===== src/rtl/lrc_verif_cache.sv =====
module lrc_verif_cache #(
  parameter int AW      = 8,
  parameter int DW      = 16,
  parameter int ENTRIES = 8,
  parameter int PORTS   = 2
) (
  input  logic                       clk,
  input  logic                       rst_n,
  input  logic                       clr,
  input  logic                       wr_en,
  input  logic [AW-1:0]              wr_addr,
  input  logic [DW-1:0]              wr_data,
  input  logic [PORTS-1:0][AW-1:0]   rd_addr,
  output logic [PORTS-1:0]           rd_hit,
  output logic [PORTS-1:0][DW-1:0]   rd_data
);
  localparam int IW = (ENTRIES > 1) ? $clog2(ENTRIES) : 1;
  localparam logic [IW-1:0] LAST = IW'(ENTRIES - 1);

  logic [ENTRIES-1:0]         vld;
  logic [ENTRIES-1:0][AW-1:0] ent_addr;
  logic [ENTRIES-1:0][DW-1:0] ent_data;
  logic [IW-1:0]              alloc_ptr;

  logic [IW-1:0] wr_idx;
  logic          wr_hit;

  // Store lookup: a hit rewrites in place, a miss takes the round-robin slot.
  always_comb begin
    wr_hit = 1'b0;
    wr_idx = alloc_ptr;
    for (int i = 0; i < ENTRIES; i++) begin
      if (vld[i] && ent_addr[i] == wr_addr) begin
        wr_hit = 1'b1;
        wr_idx = IW'(i);
      end
    end
  end

  always_ff @(posedge clk or negedge rst_n) begin
    if (!rst_n) begin
      vld       <= '0;
      ent_addr  <= '0;
      ent_data  <= '0;
      alloc_ptr <= '0;
    end else if (clr) begin
      vld <= '0;
    end else if (wr_en) begin
      vld[wr_idx]      <= 1'b1;
      ent_addr[wr_idx] <= wr_addr;
      ent_data[wr_idx] <= wr_data;
      if (!wr_hit) alloc_ptr <= (alloc_ptr == LAST) ? '0 : alloc_ptr + 1'b1;
    end
  end

  generate
    for (genvar p = 0; p < PORTS; p++) begin : g_rd
      logic [ENTRIES-1:0] match;
      logic [DW-1:0]      sel;
      always_comb begin
        sel = '0;
        for (int i = 0; i < ENTRIES; i++) begin
          match[i] = vld[i] && (ent_addr[i] == rd_addr[p]);
          if (match[i]) sel = sel | ent_data[i];
        end
      end
      assign rd_hit[p]  = |match;
      assign rd_data[p] = sel;

      // entries never alias, so at most one matches any address
      a_r8_unique_match: assert property (@(posedge clk) disable iff (!rst_n)
        $onehot0(match));
    end
  endgenerate

  // a clear leaves no valid entry behind
  a_r9_clear_empties: assert property (@(posedge clk) disable iff (!rst_n)
    clr |=> (vld == '0));

  // a store hit never moves the allocation pointer
  a_r8_hit_keeps_ptr: assert property (@(posedge clk) disable iff (!rst_n)
    (wr_en && wr_hit && !clr) |=> $stable(alloc_ptr));
endmodule


===== config.mk =====
export PLATFORM = sky130hd
export DESIGN_NAME = lrc_verif_cache
export DESIGN_NICKNAME = d
export VERILOG_FILES = /design/src/rtl/lrc_verif_cache.sv
export SDC_FILE = /design/constraint.sdc
export NUM_CORES = 1
export LEC_CHECK = 0
export CORE_MARGIN = 4
export CORE_UTILIZATION = 39
export DETAILED_ROUTE_END_ITERATION = 16
export DONT_BUFFER_PORTS = 1
export PLACE_DENSITY = 0.62
export SLEW_MARGIN = 10
export SYNTH_ARGS = -nofsm -noshare
export SYNTH_HDL_FRONTEND = slang
export SYNTH_SLANG_ARGS = --single-unit

===== constraint.sdc =====
create_clock -name clk -period 4.47 [get_ports clk]
set_input_delay 0.894 -clock clk [delete_from_list [all_inputs] [get_ports clk]]
set_output_delay 0.894 -clock clk [all_outputs]
set_load 0.05 [all_outputs]

---- Word level (Yosys, flattened, before mapping) ----
Index checks and enable logic that the tools add are counted.
operators by class
  add/subtract/negate cells ............... 1
  magnitude comparators ................... 2
  eq/ne operators ......................... 25
  mux-type cells .......................... 43
  bitwise logic cells ..................... 17
  reduce and logical (&&, ||, !) cells .... 30
operators by type and width
  cell                                                                   number
  16-bit 2-to-1 mux                                                      17
  16-bit bitwise OR                                                      14
  8-bit equality test                                                    24
  128-bit bitwise mux                                                    1
  64-bit bitwise mux                                                     1
  16-bit demux with 3-bit select                                         1
  3-bit 2-to-1 mux                                                       9
  1-bit logical AND                                                      25
  8-bit demux with 3-bit select                                          1
  8-bit 2-to-1 mux                                                       3
  8-bit OR reduction                                                     2
  1-bit 2-to-1 mux                                                       9
  8-bit bitwise OR                                                       1
  3-bit by 4-bit < comparator with 1-bit output, second input constant   1
  3-bit by 1-bit adder with 3-bit output, second input constant          1
  1-bit demux with 3-bit select                                          1
  3-bit equality test, second input constant                             1
  3-bit by 1-bit >= comparator with 1-bit output, second input constant  1
  3-bit AND reduction                                                    1
  1-bit inverter                                                         2
  2-bit AND reduction                                                    1
  2-bit nonzero test                                                     1
storage, ports and cells
  register bits ........................... 203
  bits of input ports ..................... 44
  output and inout port bits .............. 34

---- Logic depth before layout (Yosys ltp) ----
Gate-level depths: netlist (run 1).
  word-level depth ........................ 17
  gate-level depth with buffers ........... 11

---- Worst setup path after synthesis (run 1) ----
No wires, ideal clock.
  kind .................................... input port to output port
  start ................................... input rd_addr[6] (netlist bit)
  end ..................................... output rd_data[11] (netlist bit)
  arrival time ............................ 3.115 ns
  required time ........................... 3.576 ns
  slack ................................... 0.461 ns
  cell stages on the path ................. 7
  path through ............................ clkbuf_1 xnor2_1 nand3_1 nor4_1 clkbuf_1 a22oi_1 nand4_1
RTL lines
  item         line  text
  from (decl)  13    input logic [PORTS-1:0][AW-1:0] rd_addr,
  to (decl)    15    output logic [PORTS-1:0][DW-1:0] rd_data

==> results by group, run 1 <==
Critical path
  • Worst r2r dst: ent_data[35]
  • CP endpoint kind: output pin
  • Worst-case register-to-register setup slack: 1.17 ns
  • FF-to-FF Start: ent_addr[29]
  • CP max-delay cell: sky130_fd_sc_hd__nand3_1
  • Critical path fanouts, max: 17
  • WS Path Type: register to output pin
  • Data required time at the worst endpoint: 3.58 ns
  • Worst reg2reg path depth: 8
  • Startpoint type of the worst setup path: register
  • Crit path cell chain: xnor2_1 > nand3_1 > nor4_2 > buf_4 > a22o_1 > a221oi_1 > nand3_1
  • Most frequent CP cell: sky130_fd_sc_hd__nand3_1
  • Maximum single-stage delay on the critical path: 0.48 ns
  • Worst path arrival time: 2.60 ns

Floorplan
  • Area inside the core boundary: 28,800 µm²
  • Number of top-level pins: 78
  • Die extent in x: 179 µm
  • Initial Utilization: 0.396
  • Number of rows created at floorplan: 62
  • Total Die Area: 32,100 µm²
  • Chip Height: 179 µm

Yosys
  • Post-Synthesis Net Count: 1,004
  • Sequential element share of the synthesized area: 0.445
  • Gate count after technology mapping: 958
  • Number of warnings issued by yosys: 0
  • Total of flip-flops plus latches after synthesis: 203
  • Average footprint of a synthesized cell: 11.9 µm²
  • Netlist area before placement: 11,400 µm²
  • Distinct cells, synth: 39

Cells and area
  • Most frequent standard cell in the layout excluding fill and tap cells: sky130_fd_sc_hd__dfrtp_1
  • Fraction of layout instances using a drive strength above 1: 0.295
  • Commonest cells after routing, fill and taps aside: sky130_fd_sc_hd__dfrtp_1 (203), sky130_fd_sc_hd__mux2_2 (188), sky130_fd_sc_hd__xnor2_1 (175)
  • Total Nets Final: 987
  • Antenna diodes: 0
  • P&R area growth vs syn: 11.2%

Placement
  • Global placement routability congestion: 0.840
  • Port Buffers: 0
  • Hpwl dp: 20.6 mm
  • Setup slack at placement: 0.741 ns

STA
  • Pins over their slew limit: 0
  • Final critical-path share of the clock period: 0.781
  • Achievable Freq: 286 MHz
  • Slew at the pin closest to its max-slew limit: 1.00 ns
  • Setup slack after layout: 0.979 ns
  • Min Clock Period, post-route: 3.49 ns
  • Rel. slew slack: 0.332
  • Total count of hold-check failures in the final report: 0
  • Final TNS setup: 0 ns
  • Unrepaired setup endpoints after global routing: no
  • Finish-stage setup viols: 0
  • Clock tree skew after final layout: 0.0138 ns

Global routing
  • Maximum number of pins on one net before global-route repair: 204
  • Initial antenna violation count: 0
  • Vias in the first global route: 8,353
  • Met1 track demand over resource: 0.288
  • Met3 Track Usage GR: 0.0521
  • GR Util met2: 0.340
  • Highest-utilization routing layer at the global route stage: met2
  • Gr ovfl total: 0
  • Global router's overall resource usage: 0.215
  • First-pass GRT wire length: 52.4 mm

Route
  • Initial detailed-routing violation count: 634
  • Detailed-routing iteration count for the pre-antenna-repair pass: 5
  • Total number of vias: 8,233
  • Total routed wirelength: 34.7 mm
  • Post-DR vias/cell: 6.13
  • Final routed DRC violation total: 0
  • Final ANT Viol Nets: 0
  • Detail-routed net length per standard cell: 25.8 µm

Clocking
  • Clk Tree Root Cell: sky130_fd_sc_hd__clkbuf_16
  • H-Tree Depth: 1
  • Clock tree from TritonCTS: done
  • Buffers from clock root to sink, at most: 3
  • Post CTS Setup Buffer Count: 0
  • Cts bufs inserted: 23
  • Source-to-sink clock delay at the later pin of the worst-skew pair: 0.52 ns
  • TritonCTS Sinks: 203
  • Post_cts resized: 0
  • Hold_buf cts: 0
  • Clk slew on worst S/H paths: 0.06 ns

Power and ir drop
  • Total Power Consumption: 7730 µW
  • Largest voltage drop on the vdd net: 0.286 mV
  • Leakage power figure: 0.00489 µW
  • Power density over cell area: 610 nW/µm²

Status
  • Status: complete, no violations

Job
  • Max-cap violation count: 0

Min path
  • Class of the tightest hold or removal check: input pin to async pin
-- cell usage after synthesis --
cell / n / area (µm²)
sky130_fd_sc_hd__buf_6: 10 / 113
sky130_fd_sc_hd__or2_2: 1 / 6.26
sky130_fd_sc_hd__buf_1: 2 / 7.51
sky130_fd_sc_hd__nand4_2: 4 / 50.1
sky130_fd_sc_hd__buf_2: 16 / 80.1
sky130_fd_sc_hd__a2111oi_4: 1 / 27.5
sky130_fd_sc_hd__nor3_2: 1 / 10.0
sky130_fd_sc_hd__nand3b_1: 1 / 7.51
sky130_fd_sc_hd__a211o_1: 1 / 8.76
sky130_fd_sc_hd__o2111ai_2: 4 / 60.1
sky130_fd_sc_hd__buf_4: 6 / 45.0
sky130_fd_sc_hd__nor4_4: 1 / 21.3
sky130_fd_sc_hd__nand4_1: 49 / 307
sky130_fd_sc_hd__clkbuf_1: 31 / 116
sky130_fd_sc_hd__a22oi_1: 108 / 811
sky130_fd_sc_hd__o21ai_0: 8 / 40.0
sky130_fd_sc_hd__inv_1: 9 / 33.8
sky130_fd_sc_hd__a21o_1: 2 / 15.0
sky130_fd_sc_hd__nand3_1: 36 / 180
sky130_fd_sc_hd__or3_1: 5 / 31.3
sky130_fd_sc_hd__nor4_1: 22 / 138
sky130_fd_sc_hd__ha_1: 2 / 25.0
sky130_fd_sc_hd__a21oi_2: 1 / 8.76
sky130_fd_sc_hd__a221oi_1: 10 / 87.6
sky130_fd_sc_hd__nand2b_1: 1 / 6.26
sky130_fd_sc_hd__o41a_1: 1 / 11.3
sky130_fd_sc_hd__a311oi_1: 1 / 8.76
sky130_fd_sc_hd__o21ai_1: 1 / 5.00
sky130_fd_sc_hd__xnor2_1: 175 / 1530
sky130_fd_sc_hd__o21a_1: 1 / 7.51
sky130_fd_sc_hd__o2bb2ai_2: 1 / 15.0
sky130_fd_sc_hd__a22o_1: 10 / 87.6
sky130_fd_sc_hd__mux2_2: 188 / 2120
sky130_fd_sc_hd__nor2_1: 3 / 11.3
sky130_fd_sc_hd__nand2_1: 12 / 45.0
sky130_fd_sc_hd__mux2_1: 6 / 67.6
sky130_fd_sc_hd__xor2_1: 17 / 149
sky130_fd_sc_hd__dfrtp_1: 203 / 5080
sky130_fd_sc_hd__nor3_1: 7 / 35.0
-- critical path, delay by kind of cell (launching register included) --
| family | cells | cell delay (ns) |
|---|---|---|
| compound gates | 2 | 0.25 |
| xor+xnor | 1 | 0.18 |
| buf+inv | 1 | 0.37 |
| flops | 1 | 0.44 |
| simple gates | 3 | 0.83 |
-- per-stage QoR --
| step | cell area, µm² | hold slack, ns | utilization | std cells |
|---|---|---|---|---|
| 2_1_floorplan | 11400 | 0.489 | - | 958 |
| 3_3_place_gp | 11900 | 0.507 | 0.412 | 1300 |
| 3_5_place_dp | 11900 | 0.519 | 0.412 | 1300 |
| 4_1_cts | 12700 | 0.0695 | 0.441 | 1342 |
| 5_1_grt | 12700 | 0.0705 | 0.441 | 1342 |
| 6_report | 12700 | 0.0909 | 0.441 | 1342 |
-- final cells by class --
class                           instances  area [µm²]
Inverter                                9        33.8
Multi-Input combinational cell        681        6080
Clock inverter                         16         199
Sequential cell                       203        5080
Fill cell                            2658       16100
Timing Repair Buffer                   23         198
Tap cell                              384         480
Clock buffer                           26         617
-- worst max path at each step --
stage | to | from | cells after the start | slack, ns
4_1_cts | rd_data[7] | ent_addr[61] | 7 | 0.98
5_1_grt | rd_data[14] | ent_addr[14] | 7 | 0.86
6_report | rd_data[7] | ent_addr[61] | 7 | 0.98
3_3_place_gp | ent_data[36] | wr_addr[5] | 8 | 0.80
3_5_place_dp | ent_data[33] | wr_addr[5] | 8 | 0.74
2_1_floorplan | rd_data[11] | rd_addr[6] | 7 | 0.46
-- cells by family (layout without fill, tap and decap cells) --
logic type               count (synthesis)  after routing  synth area share
buffers and inverters                   74             74            0.0347
adder cells (fa/ha/maj)                  2              2           0.00219
AO/OA/AOI/OAI                          150            150             0.105
multiplexers                           194            194             0.191
flip-flops                             203            203             0.445
AND/OR/NAND/NOR                        143            143            0.0744
XOR/XNOR                               192            192             0.147
-- sequential cells by signal (all words and copies together), names as in the netlist --
register,cells
alloc_ptr,3
vld,8
ent_addr,64
ent_data,128
-- where the power goes --
| group | internal, µW | total, µW | switching (µW) |
|---|---|---|---|
| Clock | 1230 | 2040 | 816 |
| Combinational | 1330 | 2080 | 747 |
| Sequential | 2700 | 3610 | 913 |
-- per-layer routing --
| layer | vias up | part of all wire | wire length, µm |
|---|---|---|---|
| met5 | - | 0 | 0 |
| li1 | 3542 | - | - |
| met2 | 390 | 0.46 | 16000 |
| met1 | 4196 | 0.41 | 14300 |
| met4 | 0 | 0.036 | 1230 |
| met3 | 105 | 0.092 | 3190 |
(Power assumes the default switching activity.)
==> run 2: changes to the inputs <==
PLACE_DENSITY = 0.64   (was 0.62)
clock period = 2.9 ns   (was 4.47 ns; I/O delays follow)
==> run 2 against run 1 <==
Compared with the run above: the run now ends with hold timing, setup timing left; sequential cell count unchanged; clock power rose by 48%; clock skew rose by 0.0085 ns; setup slack worse by 1.2 ns; final cell count is 7.2% higher; final area grew 17%; hold slack got worse by 0.35 ns; largest cell class unchanged.
==> results by group, run 2 (same netlist as run 1, synthesis figures left out) <==
Clocking
  • TritonCTS Sinks: 203
  • Cts bufs inserted: 24
  • H-Tree Depth: 1
  • Clk Tree Root Cell: sky130_fd_sc_hd__clkbuf_16
  • Clk slew on worst S/H paths: 0.06 ns
  • Buffers from clock root to sink, at most: 3
  • Source-to-sink clock delay at the later pin of the worst-skew pair: 0.55 ns
  • Clock tree from TritonCTS: done

Critical path
  • Worst path arrival time: 2.50 ns
  • Startpoint type of the worst setup path: register
  • CP endpoint kind: output pin
  • Worst-case register-to-register setup slack: 0.13 ns
  • Worst setup path start: ent_addr[60]
  • FF-to-FF Start: ent_addr[5]
  • Worst setup path endpoint: rd_data[18]
  • Critical path fanouts, max: 5
  • Worst reg2reg path depth: 10
  • WS Path Type: register to output pin
  • Data required time at the worst endpoint: 2.32 ns
  • Worst r2r dst: ent_addr[23]

Global routing
  • Global router's overall resource usage: 0.226
  • Vias in the first global route: 9,017
  • Maximum number of pins on one net before global-route repair: 204
  • Initial antenna violation count: 0
  • First-pass GRT wire length: 55.2 mm
  • Gr ovfl total: 0

Floorplan
  • Chip Height: 179 µm
  • Number of top-level pins: 78
  • Die extent in x: 179 µm
  • Initial Utilization: 0.396
  • Number of rows created at floorplan: 62
  • Area inside the core boundary: 28,800 µm²
  • Total Die Area: 32,100 µm²

Cells and area
  • Final Core Density: 0.517
  • Total Nets Final: 1,083
  • Most frequent standard cell in the layout excluding fill and tap cells: sky130_fd_sc_hd__mux2_2
  • Largest Register: ent_data
  • Area of combinational cells with multiple inputs: 6650 µm²
  • Antenna diodes: 0
  • Seq. cell area: 5110 µm²
  • Fillers: 2,388
  • Flip-flop count of the largest register after layout: 128
  • Biggest regs: ent_data x128, ent_addr x64, vld x8
  • Commonest cells after routing, fill and taps aside: sky130_fd_sc_hd__mux2_2 (188), sky130_fd_sc_hd__dfrtp_1 (178), sky130_fd_sc_hd__xnor2_1 (155)
  • Fraction of layout instances using a drive strength above 1: 0.447
  • P&R area growth vs syn: 30.5%

STA
  • Unrepaired setup endpoints after global routing: yes
  • Pins over their slew limit: 0
  • Rel. slew slack: 0.657
  • Min Clock Period, post-route: 3.08 ns
  • Post-Route Hold Slack: -0.261 ns
  • Total count of hold-check failures in the final report: 203
  • Clock tree skew after final layout: 0.0223 ns
  • Finish-stage setup viols: 34
  • Achievable Freq: 325 MHz
  • Setup slack after layout: -0.176 ns
  • Final critical-path share of the clock period: 1.06
  • Slew at the pin closest to its max-slew limit: 0.510 ns

Route
  • Post-DR vias/cell: 6.07
  • Final routed DRC violation total: 0
  • Met3 wire len: 2.96 mm
  • Total routed wirelength: 36.9 mm
  • Final ANT Viol Nets: 0
  • Initial detailed-routing violation count: 765
  • Total number of vias: 8,731
  • Length of routed wiring on met1: 15.1 mm
  • Detailed-routing iteration count for the pre-antenna-repair pass: 7
  • Detail-routed net length per standard cell: 25.7 µm
  • Highest routing layer actually used: met4
  • Met2 layer wire length in the routed design: 17.6 mm

Power and ir drop
  • Largest voltage drop on the vdd net: 0.466 mV
  • Power density over cell area: 847 nW/µm²
  • Leakage power figure: 0.00590 µW

Min path
  • Class of the tightest hold or removal check: input pin to async pin

Placement
  • Hpwl dp: 22.2 mm
  • Global placement routability congestion: 0.867
  • Port Buffers: 0

Status
  • Status: finished with violations
  • Failing checks: hold timing, setup timing

Job
  • Max-cap violation count: 0
-- run 2: how the worst min path moves through the flow --
stage,slack (ns),depth (start not counted),to,startpoint
3_5_place_dp,0.29,0,ent_addr[22],rst_n
2_1_floorplan,0.28,0,alloc_ptr[0],rst_n
5_1_grt,-0.29,0,ent_addr[51],rst_n
3_3_place_gp,0.29,0,ent_addr[23],rst_n
6_report,-0.26,0,ent_addr[51],rst_n
4_1_cts,-0.27,0,ent_addr[41],rst_n
-- run 2: where the power goes --
| part | switching [µW] | total [µW] | internal [µW] |
|---|---|---|---|
| Sequential | 1510 | 5710 | 4200 |
| Clock | 1250 | 3010 | 1770 |
| Combinational | 1500 | 3890 | 2390 |
| Total | 4260 | 12600 | 8350 |
-- run 2: stage by stage --
step	TNS [ns]	power, µW	instance area (µm²)	worst slack (ns)	instances
2_1_floorplan	0	8240	11700	0.0222	958
3_3_place_gp	-0.534	8990	13200	-0.0510	1361
3_5_place_dp	-0.234	9120	13200	-0.0374	1361
4_1_cts	-2.97	12400	14500	-0.173	1428
5_1_grt	-5.15	13300	14900	-0.205	1438
6_report	-3.25	12600	14900	-0.176	1438
-- run 2: what timing repair did --
item	in CTS	in global routing
resized for setup	62	53
hold endpoints to repair	203	203
endpoints found under the setup margin	34	226
pin swaps	33	36
buffers inserted	21	9
cloned	4	3
-- run 2: routing by layer --
layer / vias to the layer above / GRT usage
met4: 0 / 0.0825
met1: 4530 / 0.309
met3: 86 / 0.0401
met2: 385 / 0.362
li1: 3730 / -
met5: - / 0
-- run 2: critical path: stages (launching register included) --
cell	delay, ns
sky130_fd_sc_hd__dfrtp_2	0.43
sky130_fd_sc_hd__buf_6	0.13
sky130_fd_sc_hd__xnor2_2	0.11
sky130_fd_sc_hd__nand4_1	0.21
sky130_fd_sc_hd__nor4_4	0.35
sky130_fd_sc_hd__buf_4	0.26
sky130_fd_sc_hd__a22oi_1	0.08
sky130_fd_sc_hd__nand4_1	0.19
sky130_fd_sc_hd__buf_12	0.17
-- run 2: cell type report --
class,count,share of cell area
clock buffer,38,0.0499
inverter,9,0.00227
sequential,203,0.343
clock inverter,5,0.00378
multi-input combinational,681,0.447
timing repair buffer,118,0.122
tap,384,0.0323
==> run 3: changes to the inputs <==
ABC_AREA = 1   (was not set)
==> run 3 against run 2 <==
Compared with the run above: the run still ends with hold timing, setup timing left; core utilization shrank 1.9 points; clock skew grew 0.0018 ns; clock power up 8.3%; sequential power shrank 6.5%; global-route usage increased by 5.9 points; critical path depth increased by 3; sequential share of layout area decreased by 3.7 points; final area is 12% higher; setup slack worse by 0.014 ns; hold slack worse by 0.0026 ns; routed wire length is 49% higher; largest power group unchanged; highest routed layer unchanged.
==> results by group, run 3 <==
Critical path
  • Count of buffering cells on the critical path with inverters included: 4
  • Worst reg2reg path depth: 13
  • Maximum single-stage delay on the critical path: 0.42 ns
  • Worst-case register-to-register setup slack: 0.27 ns
  • FF-to-FF Start: ent_addr[14]
  • Critical path fanouts, max: 6
  • CP endpoint kind: output pin
  • Most frequent CP cell: sky130_fd_sc_hd__nor2_1
  • Startpoint type of the worst setup path: register
  • Category of cells accounting for the largest share of critical-path delay: buffers and inverters
  • Number of logic stages on the critical path including buffering: 11
  • Data required time at the worst endpoint: 2.32 ns
  • CP max-delay cell: sky130_fd_sc_hd__dfrtp_1
  • Worst r2r dst: ent_data[11]
  • Crit path cell chain: inv_2 > nor2_1 > inv_1 > nand4_1 > a211oi_4 > nand2_2 > buf_8 > o22ai_2 > nor2_1 > nand2_1 > buf_12
  • Worst path arrival time: 2.51 ns
  • WS Path Type: register to output pin

Floorplan
  • Total Die Area: 36,900 µm²
  • Number of top-level pins: 78
  • Chip Height: 192 µm
  • Die extent in x: 192 µm
  • Initial Utilization: 0.395
  • Area inside the core boundary: 33,400 µm²
  • Number of rows created at floorplan: 67

Cells and area
  • Seq. cell area: 5110 µm²
  • Flip-flop count of the largest register after layout: 128
  • Total Nets Final: 1,932
  • Biggest regs: ent_data x128, ent_addr x64, vld x8
  • Antenna diodes: 0
  • Final Core Density: 0.498
  • Commonest cells after routing, fill and taps aside: sky130_fd_sc_hd__nand2_1 (534), sky130_fd_sc_hd__dfrtp_1 (182), sky130_fd_sc_hd__inv_1 (178)
  • Largest Register: ent_data
  • Area of combinational cells with multiple inputs: 7340 µm²
  • P&R area growth vs syn: 26.2%
  • Fillers: 3,160
  • Fraction of layout instances using a drive strength above 1: 0.229
  • Most frequent standard cell in the layout excluding fill and tap cells: sky130_fd_sc_hd__nand2_1
  • Non-Filler Instances: 2,353

Clocking
  • Source-to-sink clock delay at the later pin of the worst-skew pair: 0.55 ns
  • TritonCTS Sinks: 203
  • Clk slew on worst S/H paths: 0.06 ns
  • Cts bufs inserted: 25
  • Clk Tree Root Cell: sky130_fd_sc_hd__clkbuf_16
  • H-Tree Depth: 1
  • Buffers from clock root to sink, at most: 3
  • Clock tree from TritonCTS: done

Status
  • Failing checks: hold timing, setup timing
  • Status: finished with violations

Route
  • Total number of vias: 14,000
  • Post-DR vias/cell: 5.95
  • Final ANT Viol Nets: 0
  • Final routed DRC violation total: 0
  • Detail-routed net length per standard cell: 23.4 µm
  • Initial detailed-routing violation count: 1,796
  • Detailed-routing iteration count for the pre-antenna-repair pass: 5
  • Total routed wirelength: 55.0 mm

Power and ir drop
  • Total Power Consumption: 13,500 µW
  • Power density over cell area: 808 nW/µm²
  • Largest voltage drop on the vdd net: 0.601 mV
  • Leakage power figure: 0.00800 µW

STA
  • Unrepaired setup endpoints after global routing: yes
  • Final TNS setup: -4.30 ns
  • Rel. slew slack: 0.507
  • Pins over their slew limit: 0
  • Finish-stage setup viols: 34
  • Final critical-path share of the clock period: 1.07
  • Slew at the pin closest to its max-slew limit: 0.740 ns
  • Clock tree skew after final layout: 0.0241 ns
  • Setup slack after layout: -0.190 ns
  • Achievable Freq: 324 MHz
  • Total count of hold-check failures in the final report: 203
  • Min Clock Period, post-route: 3.09 ns
  • Post-Route Hold Slack: -0.264 ns

Placement
  • Placed cell count: 2,267
  • Port Buffers: 0
  • Global placement routability congestion: 0.971
  • Hpwl dp: 32.8 mm

Yosys
  • Most frequent cells after synthesis: sky130_fd_sc_hd__nand2_1 (578), sky130_fd_sc_hd__dfrtp_1 (203), sky130_fd_sc_hd__inv_1 (197), sky130_fd_sc_hd__o22ai_1 (131), sky130_fd_sc_hd__nor2_1 (130)
  • Post-synth top flop: sky130_fd_sc_hd__dfrtp_1
  • Post-Synthesis Net Count: 1,887
  • Distinct cells, synth: 46
  • Number of warnings issued by yosys: 0
  • Sequential element share of the synthesized area: 0.385
  • Top cell type by total area after synthesis: sky130_fd_sc_hd__dfrtp_1
  • Top area cells in the synthesized netlist: sky130_fd_sc_hd__dfrtp_1 (38%), sky130_fd_sc_hd__nand2_1 (16%), sky130_fd_sc_hd__o22ai_1 (6.2%), sky130_fd_sc_hd__inv_1 (5.6%), sky130_fd_sc_hd__nand4_1 (5.4%)
  • Number of enable flip-flop cells after synthesis: 0
  • Netlist area before placement: 13,200 µm²
  • Gate count after technology mapping: 1,841
  • Portion of synthesized cell area occupied by the leading cell type: 0.385
  • Total of flip-flops plus latches after synthesis: 203
  • Average footprint of a synthesized cell: 7.18 µm²
  • Share of flip-flops with an asynchronous set or reset: 1.00
  • Most numerous cell in the Yosys netlist: sky130_fd_sc_hd__nand2_1

Global routing
  • Initial antenna violation count: 0
  • Highest-utilization routing layer at the global route stage: met2
  • GR Util met2: 0.453
  • Met1 track demand over resource: 0.386
  • Gr ovfl total: 0
  • Vias in the first global route: 13,500
  • First-pass GRT wire length: 81.6 mm
  • Global router's overall resource usage: 0.286
  • Maximum number of pins on one net before global-route repair: 204
  • Met3 Track Usage GR: 0.0603

Min path
  • Class of the tightest hold or removal check: input pin to async pin

Job
  • Max-cap violation count: 0
-- run 3: cell count changes after synthesis, sizes merged, moves of 22 or more --
cell,previous run,this run
a21oi,1,23
a22oi,108,0
buf,34,113
inv,9,209
mux2,194,0
nand2,12,591
nand3,36,131
nand4,53,113
nor2,3,138
o21ai,9,60
o22ai,0,131
xnor2,175,21
-- run 3: worst reg2reg max path: stages, from the launching register on --
cell	delay [ns]
sky130_fd_sc_hd__dfrtp_2	0.43
sky130_fd_sc_hd__buf_4	0.16
sky130_fd_sc_hd__or2_1	0.22
sky130_fd_sc_hd__nand2_1	0.05
sky130_fd_sc_hd__nand2_1	0.04
sky130_fd_sc_hd__nor2_1	0.09
sky130_fd_sc_hd__nand3_1	0.25
sky130_fd_sc_hd__and2_1	0.28
sky130_fd_sc_hd__nand3_4	0.09
sky130_fd_sc_hd__nand2_8	0.09
sky130_fd_sc_hd__nor2_8	0.30
sky130_fd_sc_hd__buf_4	0.32
sky130_fd_sc_hd__nand4_1	0.14
sky130_fd_sc_hd__nand2_1	0.10
-- run 3: repair_timing --
action                                  in CTS  in global routing
setup buffers                               20                 14
endpoints found under the setup margin      34                 34
hold endpoints to repair                   203                203
gates resized for setup                    127                132
gates cloned                                 3                  4
pin swaps                                   49                 69
-- run 3: cells by family after synthesis --
kind of cell               after synthesis  synth area share
and+or+nand+nor                       1001             0.343
adders and majority gates                2           0.00189
xor gates and xnor gates                55            0.0365
DFF                                    203             0.385
AOI/OAI and AO/OA                      240             0.111
buffers and inverters                  340             0.123
-- run 3: stage by stage --
step,cell area (µm²),setup WS (ns)
2_1_floorplan,13200,0.0359
3_3_place_gp,14500,-0.0997
3_5_place_dp,14500,-0.0714
4_1_cts,16000,-0.230
5_1_grt,16700,-0.293
6_report,16700,-0.190
-- run 3: where the power goes --
group | internal, µW | leakage [µW] | switching [µW] | total [µW]
Clock | 1910 | 0.000420 | 1350 | 3260
Sequential | 4110 | 0.00258 | 1230 | 5340
Combinational | 1850 | 0.00501 | 3020 | 4870
Total | 7870 | 0.00800 | 5600 | 13500
-- run 3: routing by layer --
| metal | vias to the layer above | share of wire |
|---|---|---|
| li1 | 6149 | - |
| met1 | 6707 | 0.39 |
| met2 | 938 | 0.45 |
| met3 | 203 | 0.12 |
| met4 | 0 | 0.043 |
| met5 | - | 0 |
-- run 3: worst max-delay path by stage --
| stage | startpoint | endpoint | slack, ns |
|---|---|---|---|
| 6_report | ent_addr[61] | rd_data[29] | -0.19 |
| 3_3_place_gp | rd_addr[3] | rd_data[2] | -0.1 |
| 3_5_place_dp | rd_addr[5] | rd_data[2] | -0.07 |
| 2_1_floorplan | rd_addr[11] | rd_data[17] | 0.04 |
| 5_1_grt | ent_addr[20] | rd_data[28] | -0.29 |
| 4_1_cts | ent_addr[32] | rd_data[17] | -0.23 |
-- run 3: layout make-up --
| cell class | count | area share |
|---|---|---|
| well taps | 448 | 0.0336 |
| repair buffers | 148 | 0.120 |
| flip-flops and latches | 203 | 0.306 |
| inverters | 210 | 0.0487 |
| multi-input cells | 1298 | 0.440 |
| clock inverters | 13 | 0.00893 |
| clock buffers | 33 | 0.0423 |
